[config.mk]
export PLATFORM = sky130hd
export DESIGN_NAME = tdma_tx_reader
export DESIGN_NICKNAME = d
export VERILOG_FILES = /design/src/rtl/tdma_pkg.sv /design/src/rtl/tdma_cmd_dec.sv /design/src/rtl/tdma_addr_reg.sv /design/src/rtl/tdma_seq.sv /design/src/rtl/tdma_byte_hold.sv /design/src/rtl/tdma_tx_reader.sv
export SDC_FILE = /design/constraint.sdc
export NUM_CORES = 1
export LEC_CHECK = 0
export BUFFER_PORTS_ARGS = -buffer_cell sky130_fd_sc_hd__buf_4
export CAP_MARGIN = 20
export CORE_MARGIN = 3
export CORE_UTILIZATION = 28
export CTS_BUF_LIST = sky130_fd_sc_hd__clkbuf_8
export CTS_CLUSTER_DIAMETER = 200
export DETAILED_ROUTE_END_ITERATION = 8
export GPL_ROUTABILITY_DRIVEN = 0
export PLACE_DENSITY = 0.57
export SYNTH_ARGS = -nofsm -noshare
export SYNTH_HDL_FRONTEND = slang
export SYNTH_SLANG_ARGS = --single-unit
[constraint.sdc]
create_clock -name clk -period 4 [get_ports clk]
set_input_delay 0.2 -clock clk [delete_from_list [all_inputs] [get_ports clk]]
set_output_delay 0.2 -clock clk [all_outputs]
set_load 0.005 [all_outputs]
[src/rtl/tdma_pkg.sv]
package tdma_pkg;

    localparam int BYTE_W = 8;

    localparam logic SEL_ADDR  = 1'b0;
    localparam logic SEL_COUNT = 1'b1;

    typedef enum logic [1:0] {
        TD_IDLE  = 2'd0,
        TD_FETCH = 2'd1,
        TD_SEND  = 2'd2
    } tdma_state_e;

    typedef struct packed {
        logic load_addr;
        logic launch;
        logic skip;
    } tdma_cmd_t;

    function automatic tdma_cmd_t tdma_decode(
        input logic we,
        input logic sel,
        input logic busy,
        input logic count_nz,
        input logic sink
    );
        tdma_cmd_t c;
        c.load_addr = we && (sel == SEL_ADDR) && !busy;
        c.launch    = we && (sel == SEL_COUNT) && !busy && count_nz && sink;
        c.skip      = we && (sel == SEL_COUNT) && !busy && count_nz && !sink;
        return c;
    endfunction

endpackage

[src/rtl/tdma_cmd_dec.sv]
module tdma_cmd_dec
    import tdma_pkg::*;
#(
    parameter int CNT_W = 16
) (
    input  logic             cfg_we,
    input  logic             cfg_sel,
    input  logic [CNT_W-1:0] count,
    input  logic             busy,
    input  logic             sink_present,
    output tdma_cmd_t        cmd
);

    always_comb begin
        cmd = tdma_decode(cfg_we, cfg_sel, busy, |count, sink_present);
    end

endmodule

[src/rtl/tdma_addr_reg.sv]
module tdma_addr_reg
    import tdma_pkg::*;
#(
    parameter int ADDR_W = 32,
    parameter int CNT_W  = 16
) (
    input  logic              clk,
    input  logic              rst,
    input  tdma_cmd_t         cmd,
    input  logic [ADDR_W-1:0] wdata,
    input  logic [CNT_W-1:0]  count,
    input  logic              step,
    output logic [ADDR_W-1:0] addr_q
);

    logic [ADDR_W-1:0] count_ext;

    assign count_ext = ADDR_W'(count);

    always_ff @(posedge clk) begin
        if (rst) begin
            addr_q <= '0;
        end else if (cmd.load_addr) begin
            addr_q <= wdata;
        end else if (cmd.skip) begin
            addr_q <= addr_q + count_ext;
        end else if (step) begin
            addr_q <= addr_q + ADDR_W'(1);
        end
    end

endmodule

[src/rtl/tdma_seq.sv]
module tdma_seq
    import tdma_pkg::*;
#(
    parameter int CNT_W = 16
) (
    input  logic             clk,
    input  logic             rst,
    input  logic             launch,
    input  logic [CNT_W-1:0] count,
    input  logic             mem_valid,
    input  logic             tx_ready,
    output logic             busy,
    output logic             mem_req,
    output logic             tx_valid,
    output logic             capture,
    output logic             step
);

    tdma_state_e      state_q;
    tdma_state_e      state_d;
    logic [CNT_W-1:0] remain_q;
    logic             last_byte;

    assign busy      = (state_q != TD_IDLE);
    assign mem_req   = (state_q == TD_FETCH);
    assign tx_valid  = (state_q == TD_SEND);
    assign capture   = mem_req && mem_valid;
    assign step      = tx_valid && tx_ready;
    assign last_byte = (remain_q == CNT_W'(1));

    always_comb begin
        state_d = state_q;
        unique case (state_q)
            TD_IDLE:  if (launch)  state_d = TD_FETCH;
            TD_FETCH: if (capture) state_d = TD_SEND;
            TD_SEND:  if (step)    state_d = last_byte ? TD_IDLE : TD_FETCH;
            default:               state_d = TD_IDLE;
        endcase
    end

    always_ff @(posedge clk) begin
        if (rst) begin
            state_q  <= TD_IDLE;
            remain_q <= '0;
        end else begin
            state_q <= state_d;
            if (launch && (state_q == TD_IDLE)) begin
                remain_q <= count;
            end else if (step) begin
                remain_q <= remain_q - CNT_W'(1);
            end
        end
    end

endmodule

[src/rtl/tdma_byte_hold.sv]
module tdma_byte_hold
    import tdma_pkg::*;
(
    input  logic              clk,
    input  logic              rst,
    input  logic              capture,
    input  logic [BYTE_W-1:0] mem_rdata,
    output logic [BYTE_W-1:0] data_q
);

    always_ff @(posedge clk) begin
        if (rst) begin
            data_q <= '0;
        end else if (capture) begin
            data_q <= mem_rdata;
        end
    end

endmodule

[src/rtl/tdma_tx_reader.sv]
module tdma_tx_reader
    import tdma_pkg::*;
#(
    parameter int ADDR_W = 32,
    parameter int CNT_W  = 16
) (
    input  logic              clk,
    input  logic              rst,
    input  logic              cfg_we,
    input  logic              cfg_sel,
    input  logic [ADDR_W-1:0] cfg_wdata,
    input  logic              rd_sel,
    output logic [ADDR_W-1:0] rd_data,
    input  logic              sink_present,
    output logic              busy,
    output logic              mem_req,
    output logic [ADDR_W-1:0] mem_addr,
    input  logic              mem_valid,
    input  logic [7:0]        mem_rdata,
    output logic              tx_valid,
    output logic [7:0]        tx_data,
    input  logic              tx_ready
);

    logic [CNT_W-1:0]  count;
    tdma_cmd_t         cmd;
    logic [ADDR_W-1:0] addr_q;
    logic              capture;
    logic              step;

    assign count = cfg_wdata[CNT_W-1:0];

    tdma_cmd_dec #(.CNT_W(CNT_W)) dec_i (
        .cfg_we       (cfg_we),
        .cfg_sel      (cfg_sel),
        .count        (count),
        .busy         (busy),
        .sink_present (sink_present),
        .cmd          (cmd)
    );

    tdma_addr_reg #(.ADDR_W(ADDR_W), .CNT_W(CNT_W)) addr_i (
        .clk    (clk),
        .rst    (rst),
        .cmd    (cmd),
        .wdata  (cfg_wdata),
        .count  (count),
        .step   (step),
        .addr_q (addr_q)
    );

    tdma_seq #(.CNT_W(CNT_W)) seq_i (
        .clk       (clk),
        .rst       (rst),
        .launch    (cmd.launch),
        .count     (count),
        .mem_valid (mem_valid),
        .tx_ready  (tx_ready),
        .busy      (busy),
        .mem_req   (mem_req),
        .tx_valid  (tx_valid),
        .capture   (capture),
        .step      (step)
    );

    tdma_byte_hold hold_i (
        .clk       (clk),
        .rst       (rst),
        .capture   (capture),
        .mem_rdata (mem_rdata),
        .data_q    (tx_data)
    );

    assign mem_addr = addr_q;
    assign rd_data  = (rd_sel == SEL_COUNT) ? '0 : addr_q;

endmodule

# Word-level counts from Yosys, hierarchy flattened
# Index checks and enable logic that the tools add are counted.
[word_totals]
regBits = 58
out_inout_bits = 75
[classes]
n_addsub = 3
n_eq_ne = 6
muxes = 11
n_bitwise = 1
n_reduce_logical = 18
[ops]
columns = ["op", "n"]
rows = [
  ["$mux W32", 4],
  ["$add A32 B1 Y32 const B", 1],
  ["$add A32 B16 Y32", 1],
  ["$mux W16", 2],
  ["$eq A16 B1 Y1 const B", 1],
  ["$reduce_or A16 Y1", 1],
  ["$sub A16 B1 Y16 const B", 1],
  ["$logic_and A1 B1 Y1", 10],
  ["$mux W2", 3],
  ["$pmux W2 S3", 1],
  ["$ne A2 B2 Y1 const B", 2],
  ["$reduce_bool A2 Y1", 2],
  ["$reduce_and A3 Y1", 1],
  ["$reduce_bool A3 Y1", 1],
  ["$eq A2 B1 Y1 const B", 1],
  ["$eq A2 B2 Y1 const B", 1],
  ["$logic_not A1 Y1", 2],
  ["$logic_not A2 Y1", 1],
  ["$ne A2 B1 Y1 const B", 1],
  ["$mux W1", 1],
  ["$not A1 Y1", 1],
]

# Longest topological paths before layout
[depth]
ltp_word = 7
ltp_mapped = 15
ltp_nobuf = 14

# Hierarchy
# Synthesis repeated with hierarchy kept, for this count alone.
[hier_totals]
hier_cells = 531
area_unflattened_um2 = 4271.6
[by_module_without_submodules]
columns = ["mod", "instances", "cells_each", "area_each_um2", "seq_area_each_um2"]
rows = [
  ["tdma_addr_reg", 1, 326, 2573.7, 640.6],
  ["tdma_seq", 1, 134, 1127.3, 360.3],
  ["tdma_byte_hold", 1, 26, 285.3, 160.2],
  ["tdma_tx_reader", 1, 35, 222.7, 0.0],
  ["tdma_cmd_dec", 1, 10, 62.6, 0.0],
]

# Worst setup path before layout
# OpenSTA, ideal clock, no wires.
[synth_path]
kind = "flip-flop to flip-flop"
start = "register seq_i.state_q[1]"
end = "register addr_i.addr_q[28]"
arrival_time_ns = 2.939
required_ns = 3.869
path_slack_ns = 0.930
stages_incl_launch_ff = 16
n_path_buf = 2
period_less_slack_ns = 3.070
path_cell_list = "dfxtp_1 nor2_1 nand3_1 nor3_2 clkbuf_1 and2_1 ha_1 buf_6 a21o_1 a2bb2oi_1 o21ai_1 a221oi_2 a2111oi_4 nand3_1 xor2_1 o22ai_1"
[synth_between]
elab_chain_len = 7
elab_cells_between_ends = 11
classes_between = "eq/ne: 1; mux: 2; reduce/logical: 8"
[synth_lines]
columns = ["element", "line_no", "source"]
rows = [
  ["from (decl)", "tdma_seq.sv:19", "tdma_state_e state_q;"],
  ["from (signal assigned)", "tdma_seq.sv:46", "state_q <= state_d;"],
  ["$reduce_bool A2 Y1", "tdma_seq.sv:24", "assign busy = (state_q != TD_IDLE);"],
  ["$logic_not A1 Y1", "tdma_pkg.sv:28, tdma_pkg.sv:30", ""],
  ["$logic_and A1 B1 Y1 (3 in series)", "tdma_pkg.sv:30", "c.skip = we && (sel == SEL_COUNT) && !busy && count_nz && !sink;"],
  ["$mux W32", "tdma_addr_reg.sv:25", "end else if (cmd.skip) begin"],
  ["$mux W32", "tdma_addr_reg.sv:23", "end else if (cmd.load_addr) begin"],
  ["to (signal assigned)", "tdma_addr_reg.sv:24", "addr_q <= wdata;"],
  ["to (signal assigned)", "tdma_addr_reg.sv:26", "addr_q <= addr_q + count_ext;"],
  ["to (signal assigned)", "tdma_addr_reg.sv:28", "addr_q <= addr_q + ADDR_W'(1);"],
  ["to (decl)", "tdma_addr_reg.sv:13", "output logic [ADDR_W-1:0] addr_q"],
]
# Parallel ways exist; a longest one is shown, timed or not.
# A chain may end at the register's enable or synchronous reset.

# Worst setup path after layout
[layout_path]
start = "register seq_i.state_q[0]"
end = "register addr_i.addr_q[20]"
# The elaborated chain is that of the path after synthesis.

==> tab_implementation.tex <==
\begin{tabular}{lr}
\hline
Metric & Value \\
\hline
\multicolumn{2}{l}{\textbf{Global route}} \\
\quad Vias in the first global route & 4287 \\
\quad Pin count of the biggest net entering global routing & 63 \\
\quad Aggregate global-route resource usage & 0.1701 \\
\quad Overflow left after global routing & 0 \\
\quad First-pass GRT wire length & 22310 um \\
\quad Number of antenna violations at the first check in global routing & 0 \\
\multicolumn{2}{l}{\textbf{Worst setup path}} \\
\quad Crit path from & seq\_i.state\_q[0]\$\_SDFFE\_PP0P\_ \\
\quad CP max-delay cell & nor3\_4 \\
\quad Data arrival time at the worst-slack endpoint & 3.84 ns \\
\quad Startpoint Class & flip-flop \\
\quad Reg-to-reg critical path startpoint & seq\_i.state\_q[0]\$\_SDFFE\_PP0P\_ \\
\quad CP max stage delay & 0.51 ns \\
\quad Critical-path cell list & nor2\_1 > nand3\_1 > nor3\_4 > nand2b\_1 > ha\_1 > fa\_1 > a21o\_1 > nand4\_1 > nand2\_1 > a31oi\_1 > nor4\_1 > o211ai\_1 > nor4\_1 > a211o\_1 \\
\quad Dominant cell type by count on the critical path & nor4\_1 \\
\quad Worst Path Buf+Inv & 0 \\
\quad Worst Reg2Reg Path Length in Cells & 14 \\
\quad Total stage count of the critical path & 14 \\
\quad Nature of the critical path endpoint & flip-flop \\
\quad Max FO, Critical Path & 17 \\
\quad Category of the critical setup timing path & flip-flop to flip-flop \\
\quad Endpoint required time on the critical path & 4.24 ns \\
\quad Largest delay share family, worst path & simple AND/OR/NAND/NOR gates \\
\multicolumn{2}{l}{\textbf{Logic synthesis}} \\
\quad Post-synth top area cell & dfxtp\_1 \\
\quad Share of the synthesized area in the top cell type & 0.2817 \\
\quad Synth top cells by count & dfxtp\_1, a21oi\_1, nor2\_1 \\
\quad Total of warnings raised by yosys & 0 \\
\quad Most common cell in the synthesized netlist & dfxtp\_1 \\
\quad \#FFs+latches synth & 58 \\
\quad Mean area per synthesized cell & 7.762 um2 \\
\quad Cell variety after synth & 69 \\
\quad Post-Synthesis Cells & 531 \\
\quad EDFF count, synth & 0 \\
\quad Post-Synthesis Cell Area & 4121 um2 \\
\quad Synthesized net count & 598 \\
\quad Primary flip-flop cell chosen by synthesis mapping & dfxtp\_1 \\
\quad Sequential element share of the synthesized area & 0.2817 \\
\quad Synth top area cells & dfxtp\_1, a21oi\_1, ha\_1, nor2b\_1, nor2\_1 \\
\quad Share of flip-flops with an asynchronous set or reset & 0 \\
\multicolumn{2}{l}{\textbf{Timing}} \\
\quad Setup Skew & 0.01248 ns \\
\quad Final setup fails & 0 \\
\quad Min Tclk post-route & 3.605 ns \\
\quad Timing-limited maximum frequency & 0.2774 GHz \\
\quad Setup repair after global routing missed its margin & false \\
\quad Final-report hold violation count & 0 \\
\quad Final total negative setup slack & 0 ns \\
\quad Max Slew Vio Count & 0 \\
\quad Final clock period utilization by the worst path & 0.9012 \\
\quad Remaining max-slew budget at the tightest pin & 0.3809 \\
\quad Worst-Margin Slew & 0.9277 ns \\
\multicolumn{2}{l}{\textbf{Hold path}} \\
\quad Depth of the worst hold-timing path & 3 \\
\quad Launch instance of the worst min-delay path & mem\_rdata[2] \\
\quad Type of the tightest min-delay check & primary input to flip-flop \\
\multicolumn{2}{l}{\textbf{Drt}} \\
\quad Drt pass-1 iters & 6 \\
\quad DRC violation count after routing & 0 \\
\quad Wire length reported by the detailed router & 14170 um \\
\quad Vias per cell & 5.358 \\
\quad Drt wl/cell & 17.15 um \\
\quad Via Count & 4426 \\
\quad Iter 0 DRT Violations & 377 \\
\quad Post-DRT Antenna Nets & 0 \\
\multicolumn{2}{l}{\textbf{Floorplanning}} \\
\quad Number of rows in the core area & 43 \\
\quad Total Die Area & 16210 um2 \\
\quad Floorplan die width & 127.3 um \\
\quad Core region area & 14150 um2 \\
\quad Top Ports & 123 \\
\quad Starting density of the core & 0.2913 \\
\quad Vert. Die Dim & 127.3 um \\
\multicolumn{2}{l}{\textbf{Pwr}} \\
\quad Power Total & 1.514 mW \\
\quad Standby leakage power & 2.247 nW \\
\quad Peak VDD IR & 0.1217 mV \\
\quad Power density of the placed cells & 281.2 nW/um2 \\
\multicolumn{2}{l}{\textbf{Finish}} \\
\quad Ant diodes & 0 \\
\quad Layout cells sized above 1 & 0.2632 \\
\quad Growth of design area from synthesis to finish & 30.60\% \\
\quad Fill count & 1471 \\
\quad Fin cells & 826 \\
\quad \# nets final & 708 \\
\multicolumn{2}{l}{\textbf{Clock network}} \\
\quad Buffer cell driving the clock tree root & clkbuf\_8 \\
\quad Hold buffer count at CTS & 0 \\
\quad Clock Pin Slew Worst Setup and Hold Paths & 0.07 ns \\
\quad Max Root-Sink Buffers & 2 \\
\quad Clock latency on the worst-skew pair & 0.35 ns \\
\quad CTS buffer count & 9 \\
\quad Clock tree from TritonCTS & yes \\
\quad Sink Count & 58 \\
\quad H-tree lvl count & 3 \\
\multicolumn{2}{l}{\textbf{Run}} \\
\quad Number of violations of the max-capacitance limit & 0 \\
\multicolumn{2}{l}{\textbf{Placement}} \\
\quad Cell count after placement & 809 \\
\quad I/O Buffers & 122 \\
\quad HPWL after detailed placement & 10420 um \\
\multicolumn{2}{l}{\textbf{Status}} \\
\quad Outcome & finished, final reports clean \\
\hline
\end{tabular}
-- worst min-delay path, stage by stage --
cell and delay [ns]:
buf_4 0.11, nand3_1 0.05, a21oi_1 0.05
-- cells by family after synthesis --
logic type               after synthesis  synth area share
adder cells (fa/ha/maj)               19           0.05950
flip-flops                            58            0.2817
AO/OA/AOI/OAI                        159            0.2732
XOR/XNOR                              22           0.04675
buffers and inverters                 40           0.04280
AND/OR/NAND/NOR                      233            0.2960
-- through the flow --
| stage | setup WS [ns] | hold slack, ns | area [um2] | util |
|---|---|---|---|---|
| floorplan | 0.9297 | 0.3475 | 4121 | - |
| global placement | 0.3155 | 0.4437 | 5164 | 0.3649 |
| detailed placement | 0.1593 | 0.4507 | 5164 | 0.3649 |
| CTS | 0.1239 | 0.09576 | 5361 | 0.3789 |
| global route | 0.05038 | 0.1062 | 5383 | 0.3804 |
| finish | 0.3953 | 0.1132 | 5383 | 0.3804 |
-- power breakdown --
group          leakage, nW  switching (mW)  internal (mW)
registers            0.472          0.0374          0.605
clock network        0.113           0.243          0.314
logic                 1.66           0.169          0.145
total                 2.25           0.449           1.06
-- cell type report --
cell class / instances / area [um2] / area share
clock inverters: 5 / 46.29 / 0.008601
repair buffers: 127 / 960.9 / 0.1785
multi-input cells: 433 / 2793 / 0.5188
well taps: 180 / 225.2 / 0.04184
inverters: 12 / 45.04 / 0.008368
clock buffers: 11 / 151.4 / 0.02813
flip-flops and latches: 58 / 1161 / 0.2157
-- routing by layer --
layer,track usage,share of wire,vias up
met1,0.2246,0.44,2063
li1,-,-,2163
met2,0.2784,0.47,178
met3,0.02843,0.070,22
met5,0,0,-
met4,0.06372,0.020,0
-- cells in the final DEF (no fill, tap or decap), drive strengths merged, types with 5 or more instances in the layout --
cell type	count
o22ai	7
nor2	56
ha	18
dfxtp	58
nand2	47
a222oi	6
clkbuf	11
nor2b	34
a31oi	7
nand4	6
inv	15
nand2b	5
a22oi	11
xor2	10
o21ai	22
nor4	14
a21oi	58
nand3	25
a211oi	5
nor3	6
and2	17
buf	127
xnor2	12
and3	8
a21o	8
a221oi	11
-- final timing paths --
kind / end / slack [ns]
setup / recovery: addr_i.addr_q[20]$_SDFFE_PP0P_ / 0.40
hold / removal: hold_i.data_q[2]$_SDFFE_PP0P_ / 0.11
setup reg to reg: addr_i.addr_q[20]$_SDFFE_PP0P_ / 0.40
hold reg to reg: hold_i.data_q[0]$_SDFFE_PP0P_ / 0.46
-- state kept, by name (all words and copies together) (netlist names) --
register,cells
addr_i.addr_q,32
seq_i.remain_q,16
hold_i.data_q,8
seq_i.state_q,2
-- what timing repair did --
| item | 4_1_cts | 5_1_grt |
|---|---|---|
| gates resized for setup | 0 | 1 |
| setup endpoints to repair | 0 | 10 |
| buffers inserted | 0 | 0 |
No activity file was read; power rests on OpenSTA's default activity.
